===== src/rtl/baud_pkg.sv =====
// Package: shared widths and the prescaler decode for the baud generator.
// Assumes: prescaler divides are powers of two no larger than 2**PRE_W.
package baud_pkg;
    localparam int N_W     = 8;
    localparam int CKS_W   = 2;
    localparam int PRE_W   = 7;

    // Terminal count of the prescaler (P-1) for a select code.
    function automatic logic [PRE_W-1:0] pre_limit(input logic [CKS_W-1:0] code);
        logic [PRE_W-1:0] lim;
        if (code == '0) begin
            lim = '0;
        end else begin
            lim = PRE_W'((1 << (2 * int'(code) + 1)) - 1);
        end
        return lim;
    endfunction
endpackage


===== src/rtl/baud_prescaler.sv =====
// Module: free-running prescaler giving one pulse every P clocks.
// Assumes: cks_act changes only when the counter is at zero (at a reload).
module baud_prescaler
    import baud_pkg::*;
(
    input  logic             clk,
    input  logic             rst_n,
    input  logic             en,
    input  logic [CKS_W-1:0] cks_act,
    output logic             pre_pulse
);
    logic [PRE_W-1:0] cnt;
    logic [PRE_W-1:0] lim;

    // Decode the active select into a terminal count.
    always_comb lim = pre_limit(cks_act);

    // Emit the pulse on the terminal count.
    always_comb pre_pulse = en && (cnt == lim);

    // Count up and wrap at the terminal count; clear while disabled.
    always_ff @(posedge clk) begin
        if (!rst_n || !en) begin
            cnt <= '0;
        end else if (pre_pulse) begin
            cnt <= '0;
        end else begin
            cnt <= cnt + 1'b1;
        end
    end

    AST_PRE_IDLE: assert property (@(posedge clk) disable iff (!rst_n)
        !en |=> (cnt == '0));
    AST_PRE_RANGE: assert property (@(posedge clk) disable iff (!rst_n)
        cnt <= lim);
endmodule


===== src/rtl/baud_reload_counter.sv =====
// Module: N+1 down-counter clocked by the prescaler pulse.
// At each reload it captures the reload value and the prescaler select, so a
// change never cuts short the period in progress.
// Assumes: n_reg and cks_in are quasi-static relative to the tick period.
module baud_reload_counter
    import baud_pkg::*;
(
    input  logic             clk,
    input  logic             rst_n,
    input  logic             en,
    input  logic             pre_pulse,
    input  logic [N_W-1:0]   n_reg,
    input  logic [CKS_W-1:0] cks_in,
    output logic             tick,
    output logic [CKS_W-1:0] cks_act
);
    logic [N_W-1:0] cnt;

    // A terminal tick is a prescaler pulse seen while the counter is at zero.
    always_comb tick = pre_pulse && (cnt == '0);

    // Decrement per prescaler pulse and reload at zero; track the select while idle.
    always_ff @(posedge clk) begin
        if (!rst_n || !en) begin
            cnt     <= '0;
            cks_act <= cks_in;
        end else if (pre_pulse) begin
            if (cnt == '0) begin
                cnt     <= n_reg;
                cks_act <= cks_in;
            end else begin
                cnt <= cnt - 1'b1;
            end
        end
    end

    AST_RELOAD_LOAD: assert property (@(posedge clk) disable iff (!rst_n)
        tick |=> (cnt == $past(n_reg)));
    AST_CNT_HOLD: assert property (@(posedge clk) disable iff (!rst_n)
        (en && !pre_pulse) |=> ($stable(cnt) && $stable(cks_act)));
    AST_CNT_IDLE: assert property (@(posedge clk) disable iff (!rst_n)
        !en |=> (cnt == '0));
endmodule


===== src/rtl/baud_phase.sv =====
// Module: pairs half-period ticks and routes them by mode.
// In asynchronous mode the pair pulse is the oversample enable. In
// synchronous mode it toggles the serial clock, and the toggle that
// returns the clock high marks a bit.
// Assumes: mode_sync changes only while en is low.
module baud_phase (
    input  logic clk,
    input  logic rst_n,
    input  logic en,
    input  logic mode_sync,
    input  logic tick,
    output logic os_tick,
    output logic sck_toggle,
    output logic sck_out,
    output logic bit_en
);
    logic pair;
    logic pair_pulse;

    // The second tick of each pair completes a period.
    always_comb pair_pulse = tick && pair;

    // Route the period pulse by mode.
    always_comb begin
        os_tick    = pair_pulse && !mode_sync;
        sck_toggle = pair_pulse && mode_sync;
        bit_en     = sck_toggle && !sck_out;
    end

    // Track the tick pair and the serial clock level; idle high.
    always_ff @(posedge clk) begin
        if (!rst_n || !en) begin
            pair    <= 1'b0;
            sck_out <= 1'b1;
        end else begin
            if (tick) begin
                pair <= ~pair;
            end
            if (sck_toggle) begin
                sck_out <= ~sck_out;
            end
        end
    end

    AST_SCK_IDLE: assert property (@(posedge clk) disable iff (!rst_n)
        !en |=> sck_out);
    AST_SCK_ASYNC_QUIET: assert property (@(posedge clk) disable iff (!rst_n)
        (en && !mode_sync) |=> $stable(sck_out));
    AST_BIT_ON_RISE: assert property (@(posedge clk) disable iff (!rst_n)
        bit_en |=> sck_out);
    AST_TOGGLE_FLIPS: assert property (@(posedge clk) disable iff (!rst_n)
        sck_toggle |=> (sck_out != $past(sck_out)));
endmodule


===== src/rtl/baud_gen.sv =====
// Module: top of the per-channel baud rate generator.
// It holds the host-visible reload register and chains the prescaler, the
// reload counter and the phase logic.
// Assumes: one instance per channel; wr_en is a single-cycle host strobe.
module baud_gen
    import baud_pkg::*;
(
    input  logic             clk,
    input  logic             rst_n,
    input  logic             en,
    input  logic             mode_sync,
    input  logic [CKS_W-1:0] cks,
    input  logic             wr_en,
    input  logic [N_W-1:0]   wr_data,
    output logic [N_W-1:0]   rd_data,
    output logic             os_tick,
    output logic             sck_toggle,
    output logic             sck_out,
    output logic             bit_en
);
    logic [N_W-1:0]   n_reg;
    logic [CKS_W-1:0] cks_act;
    logic             pre_pulse;
    logic             tick;

    // Host reload register, reset to all ones.
    always_ff @(posedge clk) begin
        if (!rst_n) begin
            n_reg <= '1;
        end else if (wr_en) begin
            n_reg <= wr_data;
        end
    end

    // Read-back of the reload register.
    always_comb rd_data = n_reg;

    baud_prescaler u_pre (
        .clk       (clk),
        .rst_n     (rst_n),
        .en        (en),
        .cks_act   (cks_act),
        .pre_pulse (pre_pulse)
    );

    baud_reload_counter u_cnt (
        .clk       (clk),
        .rst_n     (rst_n),
        .en        (en),
        .pre_pulse (pre_pulse),
        .n_reg     (n_reg),
        .cks_in    (cks),
        .tick      (tick),
        .cks_act   (cks_act)
    );

    baud_phase u_phase (
        .clk        (clk),
        .rst_n      (rst_n),
        .en         (en),
        .mode_sync  (mode_sync),
        .tick       (tick),
        .os_tick    (os_tick),
        .sck_toggle (sck_toggle),
        .sck_out    (sck_out),
        .bit_en     (bit_en)
    );

    AST_REG_WRITE: assert property (@(posedge clk) disable iff (!rst_n)
        wr_en |=> (rd_data == $past(wr_data)));
    AST_REG_HOLD: assert property (@(posedge clk) disable iff (!rst_n)
        !wr_en |=> $stable(rd_data));
    AST_MODE_EXCL: assert property (@(posedge clk) disable iff (!rst_n)
        !(os_tick && (sck_toggle || bit_en)));
endmodule


===== config.mk =====
export PLATFORM = sky130hd
export DESIGN_NAME = baud_gen
export DESIGN_NICKNAME = d
export VERILOG_FILES = /design/src/rtl/baud_pkg.sv /design/src/rtl/baud_prescaler.sv /design/src/rtl/baud_reload_counter.sv /design/src/rtl/baud_phase.sv /design/src/rtl/baud_gen.sv
export SDC_FILE = /design/constraint.sdc
export NUM_CORES = 1
export LEC_CHECK = 0
export CAP_MARGIN = 20
export CORE_MARGIN = 3
export CORE_UTILIZATION = 50
export DETAILED_ROUTE_END_ITERATION = 16
export GPL_ROUTABILITY_DRIVEN = 0
export PLACE_DENSITY = 0.78
export SYNTH_ARGS = -nofsm -noshare
export SYNTH_HDL_FRONTEND = slang
export SYNTH_SLANG_ARGS = --single-unit

===== constraint.sdc =====
create_clock -name clk -period 2.9 [get_ports clk]
set_clock_uncertainty 0.15 [all_clocks]
set_input_delay 0.58 -clock clk [delete_from_list [all_inputs] [get_ports clk]]
set_output_delay 0.58 -clock clk [all_outputs]
set_load 0.01 [all_outputs]

Yosys cells after proc, flatten, opt, wreduce, memory -nomap -nowiden
Index checks and enable logic that the tools add are counted.
- register bits: 27
- bits of input ports: 15
- output and inout port bits: 12
- logic and storage cells: 36
- $add $sub $neg: 4
- bitwise logic cells: 2
- shift-type cells: 1
- eq/ne operators: 1
- mux-type cells: 5
- reductions and logical operators: 17
- operators by type and width (operator ; count):
    << shifter 1 x 32 -> 7 bit (first input constant) ; 1
    zero test 8 bit ; 1
    2-to-1 mux 8 bit ; 1
    subtractor 8 x 1 -> 8 bit (second input constant) ; 1
    adder 7 x 1 -> 7 bit (second input constant) ; 1
    equality test 7 bit ; 1
    2-to-1 mux 7 bit ; 1
    subtractor 7 x 2 -> 7 bit (second input constant) ; 1
    logical AND 1 bit ; 6
    2-to-1 mux 2 bit ; 3
    adder 3 x 1 -> 4 bit (second input constant) ; 1
    zero test 1 bit ; 4
    nonzero test 2 bit ; 2
    zero test 2 bit ; 1
    NOT 1 bit ; 2
    AND reduction 2 bit ; 1
    OR reduction 2 bit ; 1
    logical OR 1 bit ; 1

Longest topological paths before layout
Gate-level depths: netlist (run 1).
- depth after elaboration: 10
- depth in mapped cells: 7
- mapped depth without buffers: 7

Hierarchy
A second synthesis (run 1) with hierarchy kept.
- cell total of the unflattened synthesis: 145
- area total of the unflattened synthesis: 1380.1 um^2
- by module, submodules not included (module ; instances ; seq. area each (um^2) ; area an instance (um^2) ; cells an instance):
    baud_reload_counter ; 1 ; 220.2 ; 636.9 ; 71
    baud_prescaler ; 1 ; 140.1 ; 359.1 ; 37
    baud_gen ; 1 ; 160.2 ; 285.3 ; 26
    baud_phase ; 1 ; 40.0 ; 98.8 ; 11

Least setup slack after synthesis (run 1)
Ideal clock, no wire load.
- path type: reg2out
- start: register u_cnt.cnt[0]
- end: output bit_en
- buffers on the path: 0
- setup slack: 0.464 ns
- data required time: 2.170 ns
- arrival time: 1.706 ns
- cell stages (with the launch flop): 7
- cells stage by stage: dfxtp_1 > inv_1 > ha_1 > or3b_2 > nor2_4 > nand4_1 > nor3b_1
- cells in the longest elaborated chain, start to end: 5
- RTL lines (what ; RTL line ; RTL):
    from (decl) ; baud_reload_counter.sv:17 ; logic [N_W-1:0] cnt;
    from (signal assigned) ; baud_reload_counter.sv:29 ; cnt <= n_reg;
    from (signal assigned) ; baud_reload_counter.sv:32 ; cnt <= cnt - 1'b1;
    zero test 8 bit ; baud_reload_counter.sv:20 ; always_comb tick = pre_pulse && (cnt == '0);
    logical AND 1 bit ; baud_reload_counter.sv:20 ;
    logical AND 1 bit ; baud_phase.sv:21 ; always_comb pair_pulse = tick && pair;
    logical AND 1 bit ; baud_phase.sv:26 ; sck_toggle = pair_pulse && mode_sync;
    logical AND 1 bit ; baud_phase.sv:27 ; bit_en = sck_toggle && !sck_out;
    to (decl) ; baud_gen.sv:19 ; output logic bit_en
No other way between the ends.

Final worst setup path (run 1)
- start: register u_cnt.cnt[0]
- end: output os_tick
- cells in the longest elaborated chain, start to end: 4
- RTL lines (what ; RTL line ; RTL):
    zero test 8 bit ; baud_reload_counter.sv:20 ;
    logical AND 1 bit ; baud_reload_counter.sv:20 ;
    logical AND 1 bit ; baud_phase.sv:21 ;
    logical AND 1 bit ; baud_phase.sv:25 ; os_tick = pair_pulse && !mode_sync;
    to (decl) ; baud_gen.sv:16 ; output logic os_tick,
No other way between the ends.

==> metrics.csv, run 1 <==
metric,value,unit
wl_met3,219,um
rows,18,
synth-seq-area-share,0.416,
die_w,57.9,um
critPathKind,flip-flop to output pin,
grt_pass1_wl,5510,um
utilization,0.690,
ios,27,
areaGrowthSynthToFinish,29.0,%
overflow,0,
leakage,0.704,nW
grt_max_degree,18,
synth.most_common_cell,dfxtp_1,
start_util,0.535,
cts_tree,yes,
hold_viol,0,
cp.arrival,2.07,ns
cts_made_buffers,3,
clock_sinks,27,
die_y,57.9,um
cap_violations,0,
fin_ws,0.104,ns
ys_ff_latch,27,
synthArstFlopShare,0,
first_pass_iters,4,
dieArea,3360,um2
powerDensity,398,nW/um2
yosys.area.top_type,dfxtp_1,
peakVddDrop,0.325,mV
drt-met1-wl,1450,um
antenna_found_initial,0,
final_net_count,204,
synth_nets,168,
status,"finished, final reports clean",
routedWlPerCell,15.2,um
viasPerCell,5.87,
cp_max_fo,4,
dpl.hpwl,2480,um
vias,1262,
worst_pin_slew,0.595,ns
slew_headroom,0.600,
maxSlewViolCount,0,
syn_inst,150,
hold_buffers,0,
drt-total-wl,3270,um
synth_ff_type,dfxtp_1,
clk_pin_slew,0.17,ns
setup_viol_count_final,0,
cts-htree-levels,1,
synth_top_area_share,0.371,
num_antenna_cells,0,
synth.cell_area,1350,um2
drive_gt1_frac,0.141,
hold_slack,0.336,ns
pre_cts_ws,-0.0285,ns
max_freq,358,MHz
top_layer,met4,
finalCritPeriodShare,0.964,
synthDistinctLibCells,41,
fill_cells,213,
cp-end-kind,output pin,
netlist_top_cells_area,"dfxtp_1 (37%), mux2i_1 (8.2%), nand2_1 (5.0%), edfxtp_1 (4.5%), nor2_1 (3.9%)",
drc,0,
grt_pass1_vias,1218,
io_buffers,26,
wl_met2,1570,um
clkLatencyLatePin,0.34,ns
cts.path.max_buffers,2,
yosysWarnings,0,
finalCriticalPeriod,2.80,ns
core-area,2520,um2
yosys-top-cells-count,"dfxtp_1 (25), nand2_1 (18), nor2_1 (14)",
worstPathRequired,2.17,ns
ant_nets,0,
power,0.692,mW
cts_root_buffer,clkbuf_4,
synth-edff-count,2,
startpoint_type,flip-flop,
drt-initial-drc-count,47,
grt.total_usage,0.209,
holdCritPathClass,flip-flop to flip-flop,
fin_setup_tns,0,ns
syn-mean-instance-area,8.99,um2
-- worst max-delay path, cell delays in order, from the launching register on --
cell and delay, ns:
dfxtp_2 0.37, inv_1 0.08, ha_2 0.18, or3b_4 0.41, nor2_4 0.11, nand4_1 0.16
nor2_1 0.14, dlygate4sd2_1 0.28
-- state kept, by name, summed over array words and instances, names as in the netlist --
register         flops
rd_data              8
u_cnt.cks_act        2
u_cnt.cnt            8
u_phase.pair         1
u_phase.sck_out      1
u_pre.cnt            7
-- through the flow --
stage	std cells	cell area, um2
floorplan	150	1350
global placement	210	1690
detailed placement	210	1690
CTS	214	1730
global route	215	1740
finish	215	1740
-- path summary, 6_finish.rpt --
path / start / cells past startpoint / slack [ns] / to
setup / recovery: u_cnt.cnt[0]$_SDFFE_PP0P_ / 7 / 0.10 / os_tick
hold / removal: u_pre.cnt[0]$_SDFF_PP0_ / 1 / 0.34 / u_pre.cnt[0]$_SDFF_PP0_
setup reg to reg: u_cnt.cnt[2]$_SDFFE_PP0P_ / 6 / 0.66 / u_cnt.cnt[5]$_SDFFE_PP0P_
hold reg to reg: u_pre.cnt[0]$_SDFF_PP0_ / 1 / 0.34 / u_pre.cnt[0]$_SDFF_PP0_
-- cells in the final DEF, fill, tap and decap left out, drive strengths merged, types with 4 or more instances in the layout --
master	count
mux2i	11
a21oi	9
and3	5
o311ai	5
nand2	19
clkdlybuf4s50	23
dfxtp	25
nor2	15
inv	4
o21ai	4
buf	10
clkbuf	5
nand3	5
-- report_power, final --
| group | internal [mW] | switching, mW |
|---|---|---|
| combinational | 0.0602 | 0.0540 |
| sequential | 0.387 | 0.0111 |
| clock | 0.0564 | 0.123 |
-- cell families (layout without fill, tap and decap cells) --
logic type      after synthesis  count (layout)  synth area share
mux                          11              11            0.0816
compound gates               31              31             0.158
flops                        27              27             0.416
simple gates                 65              65             0.261
fa+ha+maj                     3               3            0.0278
buf+inv                       8              43            0.0241
xor+xnor                      5               5            0.0325
-- area by class of cell --
cell class | instances | area [um2] | area share
Tap cell | 30 | 37.5 | 0.0216
Sequential cell | 27 | 562 | 0.323
Clock buffer | 3 | 22.5 | 0.0129
Inverter | 3 | 11.3 | 0.00647
Timing Repair Buffer | 36 | 324 | 0.186
Multi-Input combinational cell | 115 | 774 | 0.445
Clock inverter | 1 | 8.76 | 0.00503
-- metal layers --
metal  up-vias  GRT usage
met5         -          0
li1        625          -
met1       585      0.261
met3         4     0.0601
met2        48      0.356
met4         0     0.0497
-- what timing repair did --
item                                    CTS  global route
buffers inserted                          0             1
endpoints found under the setup margin    3             3
resized for setup                         7             6
Power figures use the tool's default switching activity.
==> run 2: changes to the inputs <==
--- a/config.mk
+++ b/config.mk
@@ -5,7 +5,7 @@
 export SDC_FILE = /design/constraint.sdc
 export NUM_CORES = 1
 export LEC_CHECK = 0
-export CAP_MARGIN = 20
+export CAP_MARGIN = 40
 export CORE_MARGIN = 3
 export CORE_UTILIZATION = 50
 export DETAILED_ROUTE_END_ITERATION = 16
@@ -14,3 +14,4 @@
 export SYNTH_ARGS = -nofsm -noshare
 export SYNTH_HDL_FRONTEND = slang
 export SYNTH_SLANG_ARGS = --single-unit
+export TNS_END_PERCENT = 5
==> results of run 2 <==
No change in the layout: final DEF, timing and power equal those of run 1.
==> run 3: changes to the inputs <==
--- a/config.mk
+++ b/config.mk
@@ -7,10 +7,11 @@
 export LEC_CHECK = 0
 export CAP_MARGIN = 40
 export CORE_MARGIN = 3
-export CORE_UTILIZATION = 50
+export CORE_UTILIZATION = 55
 export DETAILED_ROUTE_END_ITERATION = 16
+export DONT_BUFFER_PORTS = 1
 export GPL_ROUTABILITY_DRIVEN = 0
-export PLACE_DENSITY = 0.78
+export PLACE_DENSITY = 0.7
 export SYNTH_ARGS = -nofsm -noshare
 export SYNTH_HDL_FRONTEND = slang
 export SYNTH_SLANG_ARGS = --single-unit
==> run 3 against run 2 <==
  * Register-to-register slack lost 0.24 ns
  * Non-clock buffer count shrank 34
  * Routed wire length shrank 11%
  * Sequential power grew 1%
  * Power shrank 8.3%
  * Hold slack lost 0.19 ns
  * First-iteration DRC count shrank 45%
  * Final cell count shrank 17%
  * Die area shrank 8.2%
  * Critical path type unchanged
  * Critical endpoint is now bit_en
  * Largest cell class unchanged
  * Largest power group unchanged
==> metrics.csv, run 3 (synthesized netlist as in run 1, its figures left out) <==
metric,value,unit,change
min_to,rd_data[7]$_SDFFE_PN1P_,,
cap_violations,0,,unchanged
holdCritPathClass,input port to flip-flop,,
cts_tree,yes,,
finalCriticalPeriod,2.79,ns,-0.00480 ns
hold_depth,1,,unchanged
worst_pin_slew,0.635,ns,+0.0395 ns
cts.path.max_buffers,2,,unchanged
grt.total_usage,0.196,,-0.0136
pwr-share-clk,0.263,,+0.004
grt_pass1_wl,4870,um,-12%
leakage,0.552,nW,-22%
slew_headroom,0.576,,-0.0236
antenna_found_initial,0,,unchanged
fin_setup_tns,0,ns,unchanged
layout_commonest_cell,dfxtp_1,,
rsz0062_at_grt,no,,
drc,0,,unchanged
drive_gt1_frac,0.0795,,-0.0611
first_pass_iters,4,,unchanged
start_util,0.593,,+0.0579
final_net_count,170,,-17%
io_buffers,0,,-100%
critPathKind,flip-flop to output pin,,
maxSlewViolCount,0,,unchanged
core-area,2280,um2,-9.8%
die_w,55.5,um,-4.2%
power,0.635,mW,-8.3%
pre_cts_ws,0.313,ns,+0.341 ns
dpl.hpwl,2200,um,-11%
reg2reg_to,u_cnt.cnt[5]$_SDFFE_PP0P_,,
peakVddDrop,0.406,mV,+25%
rows,17,,-1
clk_pin_slew,0.15,ns,-0.02 ns
cp.arrival,2.06,ns,about the same
overflow,0,,unchanged
drt-total-wl,2920,um,-11%
mostFrequentLayoutCells,"dfxtp_1 (25), nand2_1 (18), nor2_1 (14)",,
intPower,0.467,mW,-7.4%
cp-end-kind,output pin,,
max_freq,358,MHz,+0.17%
ant_nets,0,,unchanged
fin_ws,0.109,ns,+0.00480 ns
crit_family,simple AND/OR/NAND/NOR gates,,
holdCritStartpoint,rst_n,,
ios,27,,unchanged
r2r_slack,0.42,ns,-0.24 ns
viasPerCell,6.27,,+6.9%
crit_buf_inv,0,,-2
routedWlPerCell,16.3,um,+7.4%
areaGrowthSynthToFinish,4.73,%,
fill_cells,205,,-3.8%
clkLatencyLatePin,0.33,ns,about the same
pwr-share-comb,0.103,,-0.062
cts_made_buffers,3,,unchanged
swShare,0.265,,-0.00690
grt_max_degree,16,,-2
finalCritPeriodShare,0.963,,-0.00165
grt_pass1_vias,1106,,-9.2%
hold_slack,0.146,ns,-0.190 ns
powerDensity,449,nW/um2,+13%
die_y,55.5,um,-4.2%
num_antenna_cells,0,,unchanged
setup_viol_count_final,0,,unchanged
clock_sinks,27,,unchanged
switchingPower,0.168,mW,-11%
cp_cell_sequence,or3_1 > mux2i_1 > and3_1 > nand4_1 > nor3b_2,,
ff2ff_path_depth,7,,+1
pwr-share-seq,0.635,,+0.059
hold_viol,0,,unchanged
cp_max_fo,6,,+2
crit_slowest_cell,or3_1,,
startpoint_type,flip-flop,,
max_stage_delay,0.38,ns,-0.03 ns
worstPathRequired,2.17,ns,about the same
drt-initial-drc-count,26,,-45%
cts-htree-levels,1,,unchanged
timing.rr.start,u_cnt.cnt[0]$_SDFFE_PP0P_,,
dieArea,3080,um2,-8.2%
cts_root_buffer,clkbuf_4,,
status,"finished, final reports clean",,
vias,1123,,-11%
[run 3: cell count changes in the layout (fill, tap and decap cells not counted), sizes merged]
cell and delta:
clkbuf -2, clkdlybuf4s50 -23, inv -1, buf -8, dlygate4sd2 -1, clkinv +1
[run 3: metrics by stage]
| step | util | std cells | instance area [um2] |
|---|---|---|---|
| 2_1_floorplan | - | 150 | 1350 |
| 3_3_place_gp | 0.599 | 173 | 1360 |
| 3_5_place_dp | 0.599 | 173 | 1360 |
| 4_1_cts | 0.613 | 177 | 1400 |
| 5_1_grt | 0.621 | 179 | 1410 |
| 6_report | 0.621 | 179 | 1410 |
[run 3: how the worst max path moves through the flow]
| stage | start | cells after the start | end | slack (ns) |
|---|---|---|---|---|
| after global placement | u_cnt.cnt[0]$_SDFFE_PP0P_ | 6 | bit_en | 0.37 |
| after floorplan | u_cnt.cnt[0]$_SDFFE_PP0P_ | 6 | bit_en | 0.46 |
| after global routing | u_cnt.cks_act[1]$_DFFE_PP_ | 5 | bit_en | 0.003 |
| final | u_pre.cnt[1]$_SDFF_PP0_ | 5 | bit_en | 0.11 |
| after detailed placement | u_cnt.cnt[0]$_SDFFE_PP0P_ | 6 | bit_en | 0.31 |
| after CTS | u_cnt.cnt[0]$_SDFFE_PP0P_ | 6 | bit_en | 0.002 |
[run 3: routing by layer]
metal,GRT usage,part of all wire,vias to the layer above
li1,-,-,559
met5,0,0,-
met2,0.294,0.46,31
met3,0.0514,0.050,5
met4,0.0868,0.014,0
met1,0.262,0.48,528
[run 3: final cells by class]
class	count	area (um2)	area share
Multi-Input combinational cell	115	763	0.540
Sequential cell	27	561	0.397
Tap cell	28	35.0	0.0248
Clock buffer	3	22.5	0.0159
Timing Repair Buffer	2	15.0	0.0106
Inverter	3	11.3	0.00797
Clock inverter	1	5.00	0.00354
[run 3: timing repair]
item | 4_1_cts | 5_1_grt
resized for setup | 1 | 1
endpoints found under the setup margin | 1 | 3
buffers inserted | 0 | 2
hold buffers | 0 | 0
pin swaps | 0 | 2
[run 3: worst register-to-register path: cells and delay by family (launching register included)]
family                   cells  cell delay (ns)
AO/OA/AOI/OAI                3             0.64
adder cells (fa/ha/maj)      1             0.20
buffers and inverters        1             0.12
flip-flops                   1             0.36
AND/OR/NAND/NOR              2             0.89
[run 3: power by group through the flow]
stage / Combinational, mW / Sequential (mW) / Clock [mW]
after detailed placement: 0.0612 / 0.411 / 0
after floorplan: 0.0548 / 0.407 / 0
final: 0.0651 / 0.403 / 0.167
after global routing: 0.0731 / 0.405 / 0.184
after CTS: 0.0614 / 0.403 / 0.171
after global placement: 0.0586 / 0.410 / 0
